$ cat src/rtl/plru_victim_sel.sv
module plru_victim_sel #(
  parameter int SETS = 16,
  parameter int WAYS = 4,
  localparam int SET_W = $clog2(SETS),
  localparam int WAY_W = (WAYS > 1) ? $clog2(WAYS) : 1
) (
  input  logic             clk,
  input  logic             rst,
  input  logic [SET_W-1:0] set_idx,
  input  logic             acc_en,
  input  logic [WAY_W-1:0] acc_way,
  output logic [WAY_W-1:0] victim
);

  generate
    if (WAYS == 1) begin : g_direct
      logic unused_in;
      assign unused_in = ^{clk, rst, set_idx, acc_en, acc_way};
      assign victim = '0;
    end else if (WAYS == 2) begin : g_two
      logic [SETS-1:0] ptr;
      always_ff @(posedge clk) begin
        if (rst) ptr <= '0;
        else if (acc_en) ptr[set_idx] <= ~acc_way[0];
      end
      assign victim = ptr[set_idx];
    end else begin : g_four
      // bit 0: root (1 = upper pair), bit 1: lower pair, bit 2: upper pair
      logic [2:0] tree [SETS];
      logic [2:0] cur;
      assign cur    = tree[set_idx];
      assign victim = cur[0] ? {1'b1, cur[2]} : {1'b0, cur[1]};
      always_ff @(posedge clk) begin
        if (rst) begin
          for (int i = 0; i < SETS; i++) tree[i] <= '0;
        end else if (acc_en) begin
          tree[set_idx][0] <= ~acc_way[1];
          if (acc_way[1]) tree[set_idx][2] <= ~acc_way[0];
          else            tree[set_idx][1] <= ~acc_way[0];
        end
      end
    end
  endgenerate

endmodule


$ cat config.mk
export PLATFORM = sky130hd
export DESIGN_NAME = plru_victim_sel
export DESIGN_NICKNAME = d
export VERILOG_FILES = /design/src/rtl/plru_victim_sel.sv
export SDC_FILE = /design/constraint.sdc
export NUM_CORES = 1
export LEC_CHECK = 0
export BUFFER_PORTS_ARGS = -buffer_cell sky130_fd_sc_hd__buf_2
export CELL_PAD_IN_SITES_DETAIL_PLACEMENT = 0
export CELL_PAD_IN_SITES_GLOBAL_PLACEMENT = 1
export CORE_MARGIN = 2
export CORE_UTILIZATION = 24
export CTS_BUF_LIST = sky130_fd_sc_hd__clkbuf_16
export CTS_CLUSTER_DIAMETER = 80
export DETAILED_ROUTE_END_ITERATION = 8
export GPL_TIMING_DRIVEN = 1
export PLACE_DENSITY_LB_ADDON = 0.1
export SLEW_MARGIN = 10
export SYNTH_ARGS = -nofsm -noshare
export SYNTH_HDL_FRONTEND = slang
export SYNTH_SLANG_ARGS = --single-unit
$ cat constraint.sdc
create_clock -name clk -period 2.4 [get_ports clk]
set_clock_uncertainty 0.2 [all_clocks]
set_input_delay 0.36 -clock clk [delete_from_list [all_inputs] [get_ports clk]]
set_output_delay 0.36 -clock clk [all_outputs]
set_load 0.03 [all_outputs]
==> metrics.md, run 1 <==
| Metric | Value |
|---|---|
| Status | complete, but fails checks |
| Failing checks | negative setup slack |
| Clock root buffer | clkbuf_16 |
| Final setup vio count | 2 |
| Largest net degree at the start of global routing | 50 |
| Hold WS | 0.4383 ns |
| Worst endpoint required time | 1.84 ns |
| Via/cell ratio | 4.616 |
| Layout net count | 241 |
| Post-synth cell types | 23 |
| Commonest non-fill, non-tap cell in the layout | edfxtp_1 |
| Residual DRC | 0 |
| CP endpoint kind | output pin |
| Total Routing Usage GR | 11.95% |
| Pins Over Slew Limit | 0 |
| Fin crit period | 2.498 ns |
| Area Overhead vs Synth | 16.87% |
| Crit Path Class | flip-flop to output pin |
| Max-slew headroom | 75.45% |
| Regs by FF count | g_four.tree x48 |
| Row count | 38 |
| Most frequent cells in the layout | edfxtp_1, nor2_1, nand2b_1 |
| VDD IR max | 0.2532 mV |
| Arrival time of the worst setup path | 1.94 ns |
| Syn Area/Cell | 11.89 um^2 |
| Slew @ Worst Pin | 0.3682 ns |
| Global-route wire length before repair | 10460 um |
| Post-synth top area cell | edfxtp_1 |
| TritonCTS clock tree | built |
| RePlAce Congestion | 0.6983 |
| Overflow after GRT | 0 |
| Total wire length after detailed routing | 6409 um |
| Final Power | 1.897 mW |
| F_max | 0.4004 GHz |
| Final Hold Vio Count | 0 |
| Clock tree buffer depth | 2 |
| Hpwl dp | 4285 um |
| WL per Instance | 17.32 um |
| Die span in x | 108.9 um |
| Yosys warnings | 0 |
| H-tree levels | 2 |
| Initial core utilization | 24.46% |
| RSZ-0062 raised after global routing | true |
| Clk sinks | 48 |
| Mapped Area | 2640 um^2 |
| CORE AREA | 10790 um^2 |
| Io pins | 11 |
| Routed Antenna Nets | 0 |
| Post-Route Setup TNS | -0.1335 ns |
| Final worst-path cycle share | 104.1% |
| CP Max Fanout | 2 |
| Leakage | 1.094 nW |
| Pre-antenna DRT Iters | 5 |
| # fillers | 1098 |
| IO buf count | 10 |
| Fin worst setup slack | -0.09759 ns |
| Max FFs per register | 48 |
| Pre-CTS WS | -0.1900 ns |
| Layout cells sized above 1 | 32.17% |
| Syn Inst Count | 222 |
| Die Y | 108.9 um |
| Ranking of synthesized cells by area | edfxtp_1, mux4_1, mux4_2 |
| Max-cap viol count | 0 |
| Initial DRC count | 96 |
| Power per standard cell area | 614.8 nW/um^2 |
| Vias in the first global route | 1825 |
| Area share of the largest cell type after synthesis | 54.60% |
| Area of the die | 11850 um^2 |
| Routed vias | 1708 |
| Reg clk slew, reported paths | 0.06 ns |
| Sequential fraction of the synthesis area | 54.60% |
| N_diodes | 0 |
| Worst min path class | input pin to flip-flop |
| TritonCTS buffer count | 5 |
| Flops & latches, synth | 48 |
| Final Util | 28.59% |
| Mapped Nets | 231 |
| Antenna violations before repair | 0 |
| Worst setup SP type | flip-flop |
| Largest Register | g_four.tree |
-- metal layers --
metal / global-route usage (%) / share of wire [%] / up-vias
met2: 19.08 / 46 / 27
met1: 16.45 / 51 / 848
met4: 3.571 / 0.86 / 0
met5: 0 / 0 / -
li1: - / - / 831
met3: 2.212 / 2.8 / 2
-- synthesized netlist by cell type (all sizes together) --
| cell type | instances |
|---|---|
| mux4 | 12 |
| clkbuf | 17 |
| nor4b | 1 |
| or2 | 16 |
| a41o | 4 |
| nor3 | 16 |
| mux2 | 1 |
| and4b | 1 |
| nand2b | 17 |
| buf | 9 |
| nand2 | 15 |
| edfxtp | 48 |
| a22oi | 3 |
| nor2b | 4 |
| nand3 | 10 |
| nor2 | 34 |
| nor4bb | 2 |
| a31o | 12 |
-- cell type report --
class | count | area (um^2) | area share [%]
tap | 140 | 175.2 | 5.677
sequential | 48 | 1441 | 46.72
timing repair buffer | 29 | 266.5 | 8.637
multi-input combinational | 148 | 1077 | 34.91
clock buffer | 5 | 125.1 | 4.055
-- power breakdown --
group / leakage [nW] / total [mW] / switching [mW] / internal [mW]
logic: 0.576 / 0.260 / 0.133 / 0.127
clock network: 0.0616 / 0.654 / 0.285 / 0.369
registers: 0.457 / 0.983 / 0.0161 / 0.967
-- cells by family (layout without fill, tap and decap cells) --
family / Yosys count / in the layout / share of synthesized area [%]
AOI/OAI and AO/OA: 19 / 19 / 6.351
DFF: 48 / 48 / 54.60
and+or+nand+nor: 116 / 116 / 22.56
buffers and inverters: 26 / 34 / 4.834
muxes: 13 / 13 / 11.66
-- repair_timing --
action,4_1_cts,5_1_grt
setup endpoints to repair,2,2
setup buffers,1,0
pin swaps,2,2
resized for setup,7,2
hold buffers,0,0
cloned,0,1
-- per-stage QoR --
step | instances | instance area [um^2]
2_1_floorplan | 222 | 2640
3_3_place_gp | 363 | 2903
3_5_place_dp | 363 | 2903
4_1_cts | 369 | 3052
5_1_grt | 370 | 3085
6_report | 370 | 3085
-- final timing paths --
| path | depth (start not counted) | from | slack (ns) | to |
|---|---|---|---|---|
| min | 3 | acc_way[1] | 0.44 | g_four.tree[6][0] |
| max | 5 | g_four.tree[6][0] | -0.1 | victim[0] |
-- critical path, cell delays in order, from the launching register on --
cell,delay (ns)
edfxtp_1,0.40
mux4_2,0.50
a22oi_2,0.19
nand3_2,0.12
mux2_4,0.31
buf_6,0.14
Power figures use the tool's default switching activity.
==> run 2: changes to the inputs <==
--- a/config.mk
+++ b/config.mk
@@ -15,6 +15,7 @@
 export DETAILED_ROUTE_END_ITERATION = 8
 export GPL_TIMING_DRIVEN = 1
 export PLACE_DENSITY_LB_ADDON = 0.1
+export RECOVER_POWER = 100
 export SLEW_MARGIN = 10
 export SYNTH_ARGS = -nofsm -noshare
 export SYNTH_HDL_FRONTEND = slang
==> run 2 against run 1 <==
Effect of this change:
- the flow still finishes with violations (negative setup slack)
- fmax about the same
- first-iteration DRC count increased by 26%
- clock power is essentially flat
- cell count unchanged
- sequential power is essentially flat
- critical path depth is the same
- total power is 0.15% lower
- critical path type unchanged
- largest power group unchanged
==> metrics.md, run 2 (synthesis gave the netlist of run 1 again) <==
| Metric | Value |
|---|---|
| Status | complete, but fails checks |
| Failing checks | negative setup slack |
| Hpwl dp | 4285 um |
| Fin cells | 370 |
| Slew @ Worst Pin | 0.4434 ns |
| CP endpoint kind | output pin |
| RSZ-0062 raised after global routing | true |
| GRT busiest layer | met2 |
| Reg clk slew, reported paths | 0.06 ns |
| Total wire length after detailed routing | 6401 um |
| TritonCTS buffer count | 5 |
| Arrival time of the worst setup path | 1.94 ns |
| Vias in the first global route | 1825 |
| Worst min path class | input pin to flip-flop |
| Routed vias | 1697 |
| Max-slew headroom | 70.44% |
| WL per Instance | 17.30 um |
| Pins Over Slew Limit | 0 |
| Row count | 38 |
| TritonCTS clock tree | built |
| GR Util met3 | 2.212% |
| Fin worst setup slack | -0.09633 ns |
| Initial DRC count | 121 |
| Max FFs per register | 48 |
| Leakage | 1.072 nW |
| H-tree levels | 2 |
| CORE AREA | 10790 um^2 |
| Final instance area | 3060 um^2 |
| Die span in x | 108.9 um |
| Global-route wire length before repair | 10460 um |
| Io pins | 11 |
| Pre-antenna DRT Iters | 5 |
| Power per standard cell area | 618.9 nW/um^2 |
| Antenna violations before repair | 0 |
| Hold_buf cts | 0 |
| Commonest non-fill, non-tap cell in the layout | edfxtp_1 |
| N_diodes | 0 |
| Routed Antenna Nets | 0 |
| F_max | 0.4006 GHz |
| Fin crit period | 2.496 ns |
| Dpl cells | 363 |
| VDD IR max | 0.2530 mV |
| Area of the die | 11850 um^2 |
| Clock tree buffer depth | 2 |
| M1 GR Usage | 16.45% |
| CP max stage cell | mux4_2 |
| Initial core utilization | 24.46% |
| CP Max Fanout | 2 |
| Final Util | 28.36% |
| Global Route met2 Usage | 19.08% |
| Largest Register | g_four.tree |
| IO buf count | 10 |
| Layout net count | 241 |
| Final Hold Vio Count | 0 |
| Max-cap viol count | 0 |
| Overflow after GRT | 0 |
| WP buf/inv | 1 |
| Max incr delay on CP | 0.50 ns |
| Post-Route Setup TNS | -0.1307 ns |
| Final setup vio count | 2 |
| Cell breakdown of the critical path | mux4_2 > a22oi_2 > nand3_2 > mux2_4 > buf_6 |
| Die Y | 108.9 um |
| Clk sinks | 48 |
| Residual DRC | 0 |
| Most frequent cells in the layout | edfxtp_1, nor2_1, nand2b_1 |
| Cell family with most CP delay | multiplexers |
| Placed Area | 2903 um^2 |
| RePlAce Congestion | 0.6983 |
| Final worst-path cycle share | 104.0% |
| Clock root buffer | clkbuf_16 |
| Largest net degree at the start of global routing | 50 |
| Worst endpoint required time | 1.84 ns |
| Worst setup SP type | flip-flop |
| Crit Path Class | flip-flop to output pin |
| Total Routing Usage GR | 11.95% |
| Via/cell ratio | 4.586 |
| Regs by FF count | g_four.tree x48 |
| Area Overhead vs Synth | 15.92% |
| Layout cells sized above 1 | 29.57% |
run 2: changes by cell type in the layout (fill, tap and decap cells not counted), sizes merged:
cell | previous run | this run
buf | 28 | 23
clkbuf | 6 | 11
run 2: cell type report:
class	instances	area, um^2
flip-flops and latches	48	1441
repair buffers	29	247.7
clock buffers	5	125.1
well taps	140	175.2
fillers	1103	7732
multi-input cells	148	1071
run 2: metrics by stage:
step                      total power [mW]  setup slack (ns)  hold slack (ns)
final                                1.894          -0.09633           0.4331
after global routing                 1.972           -0.1307           0.4654
after CTS                            1.915           -0.1199           0.4404
after detailed placement             1.245           -0.1900           0.7375
after global placement               1.248           -0.1591           0.7319
after floorplan                      1.161           0.04377           0.5339
run 2: final timing paths:
path	slack [ns]	endpoint	startpoint	depth (start not counted)
worst max-delay path	-0.1	victim[0]	g_four.tree[6][0]	5
worst min-delay path	0.43	g_four.tree[10][2]	rst	3
run 2: timing repair:
| item | in CTS | in global routing |
|---|---|---|
| setup buffers | 1 | 0 |
| endpoints found under the setup margin | 2 | 2 |
| cloned | 0 | 1 |
| resized for setup | 7 | 2 |
| pin swaps | 2 | 2 |
run 2: per-layer routing:
metal  wire length, um  vias up
li1                  -      831
met1              3245      843
met2              2929       21
met3               171        2
met4                55        0
met5                 0        -
run 2: where the power goes:
part	leakage (nW)	switching, mW	internal, mW
combinational	0.554	0.132	0.125
sequential	0.457	0.0161	0.967
clock	0.0616	0.285	0.369
total	1.07	0.433	1.46
==> run 3: changes to the inputs <==
==> constraint.sdc (replaced) <==
create_clock -name clk -period 2.4 [get_ports clk]
set_clock_uncertainty 0.2 [all_clocks]
set_input_delay 0.48 -clock clk [delete_from_list [all_inputs] [get_ports clk]]
set_output_delay 0.48 -clock clk [all_outputs]
set_load 0.03 [all_outputs]
==> run 3 against run 2 <==
Effect of this change:
- the run still ends with negative setup slack left
- count of clock-buffer cells in the layout stayed put
- sequential cell count stayed put
- non-clock buffer count grew 15
- design area up 5.6%
- critical path depth increased by 2
- sequential share of layout area is 2.5 points lower
- critical path type is now input pin to output pin
==> metrics.md, run 3 (synthesis gave the netlist of run 1 again) <==
| Metric | Value |
|---|---|
| Io pins | 11 |
| Worst endpoint required time | 1.72 ns |
| Status | complete, but fails checks |
| Final worst-path cycle share | 110.7% |
| Fin cells | 388 |
| Area Overhead vs Synth | 22.46% |
| Worst min path class | input pin to flip-flop |
| Final Util | 29.96% |
| Pre-antenna DRT Iters | 4 |
| RePlAce Congestion | 0.7053 |
| Reg clk slew, reported paths | 0.07 ns |
| Vias in the first global route | 1822 |
| TritonCTS buffer count | 5 |
| Largest net degree at the start of global routing | 50 |
| Clock root buffer | clkbuf_16 |
| IO buf count | 10 |
| F_max | 0.3765 GHz |
| CP Max Fanout | 7 |
| Routed vias | 1803 |
| Final instance area | 3233 um^2 |
| Overflow after GRT | 0 |
| Initial DRC count | 57 |
| Area of the multi-input gates | 1075 um^2 |
| Most frequent cells in the layout | edfxtp_1, nor2_1, buf_4 |
| Clk sinks | 48 |
| N_diodes | 0 |
| Die Y | 108.9 um |
| Total wire length after detailed routing | 6725 um |
| # fillers | 1096 |
| RSZ-0062 raised after global routing | true |
| H-tree levels | 2 |
| Area of the die | 11850 um^2 |
| Fin worst setup slack | -0.2562 ns |
| Antenna violations before repair | 0 |
| Total Routing Usage GR | 12.44% |
| Regs by FF count | g_four.tree x48 |
| Max-slew headroom | 59.73% |
| Register Area | 1441 um^2 |
| Power per standard cell area | 638.2 nW/um^2 |
| Final setup vio count | 2 |
| Residual DRC | 0 |
| Arrival time of the worst setup path | 1.98 ns |
| Failing checks | negative setup slack |
| Largest Register | g_four.tree |
| Crit Path Class | input pin to output pin |
| Pins Over Slew Limit | 0 |
| Routed Antenna Nets | 0 |
| Slew @ Worst Pin | 0.6040 ns |
| TritonCTS clock tree | built |
| Row count | 38 |
| Leakage | 1.151 nW |
| Final Hold Vio Count | 0 |
| Placed Area | 3008 um^2 |
| Via/cell ratio | 4.647 |
| Initial core utilization | 24.46% |
| Hpwl dp | 4579 um |
| Worst setup SP type | input pin |
| CP endpoint kind | output pin |
| Layout net count | 256 |
| Hold_buf cts | 0 |
| Dpl cells | 376 |
| Global-route wire length before repair | 10700 um |
| VDD IR max | 0.2405 mV |
| Clock tree buffer depth | 2 |
| Max-cap viol count | 0 |
| WL per Instance | 17.33 um |
| Layout cells sized above 1 | 34.68% |
| CORE AREA | 10790 um^2 |
| Fin crit period | 2.656 ns |
| Commonest non-fill, non-tap cell in the layout | edfxtp_1 |
| Die span in x | 108.9 um |
| Max FFs per register | 48 |
## run 3: changes by cell type in the layout (fill, tap and decap cells not counted), sizes merged
cell / previous run / this run
bufinv: 0 / 1
clkinv: 0 / 2
buf: 23 / 35
clkbuf: 11 / 14
## run 3: timing repair
item,CTS,global route
pin swaps,3,0
setup buffers,3,2
gates resized for setup,14,1
endpoints found under the setup margin,2,2
gates cloned,1,0
## run 3: power breakdown
part	total (mW)	internal, mW	switching [mW]	leakage [nW]
registers	0.985	0.967	0.0180	0.457
clock network	0.794	0.485	0.309	0.0789
logic	0.285	0.145	0.139	0.615
total	2.06	1.60	0.466	1.15
## run 3: worst max-delay path, cell delays in order
cell and delay [ns]:
buf_12 0.08, buf_12 0.12, mux4_2 0.50, a22oi_2 0.24
nand3_4 0.10, mux2_4 0.31, buf_6 0.14
## run 3: final timing paths
path / from / to / slack (ns) / cells past startpoint
worst max-delay path: set_idx[0] / victim[0] / -0.26 / 7
worst min-delay path: set_idx[1] / g_four.tree[7][0] / 0.52 / 3
## run 3: layer usage
metal | part of all wire, % | global-route usage, %
met1 | 49 | 17.25
met2 | 47 | 18.81
met3 | 2.9 | 2.869
met4 | 1.3 | 4.670
met5 | 0 | 0
## run 3: cell type report
class / instances / area share [%]
clock buffers: 5 / 3.870
clock inverters: 3 / 1.161
multi-input cells: 148 / 33.24
flip-flops and latches: 48 / 44.58
well taps: 140 / 5.418
repair buffers: 44 / 11.73
## run 3: stage by stage
stage                     power [mW]  setup slack (ns)  hold slack, ns  setup TNS (ns)
after CTS                      2.102           -0.2749          0.5137         -0.4671
after floorplan                1.167          -0.09735          0.6539        -0.09735
after global placement         1.264           -0.3568          0.8183         -0.5423
final                          2.063           -0.2562          0.5241         -0.4331
after global routing           2.138           -0.3287          0.5689         -0.5694
after detailed placement       1.264           -0.3859          0.8117         -0.5964
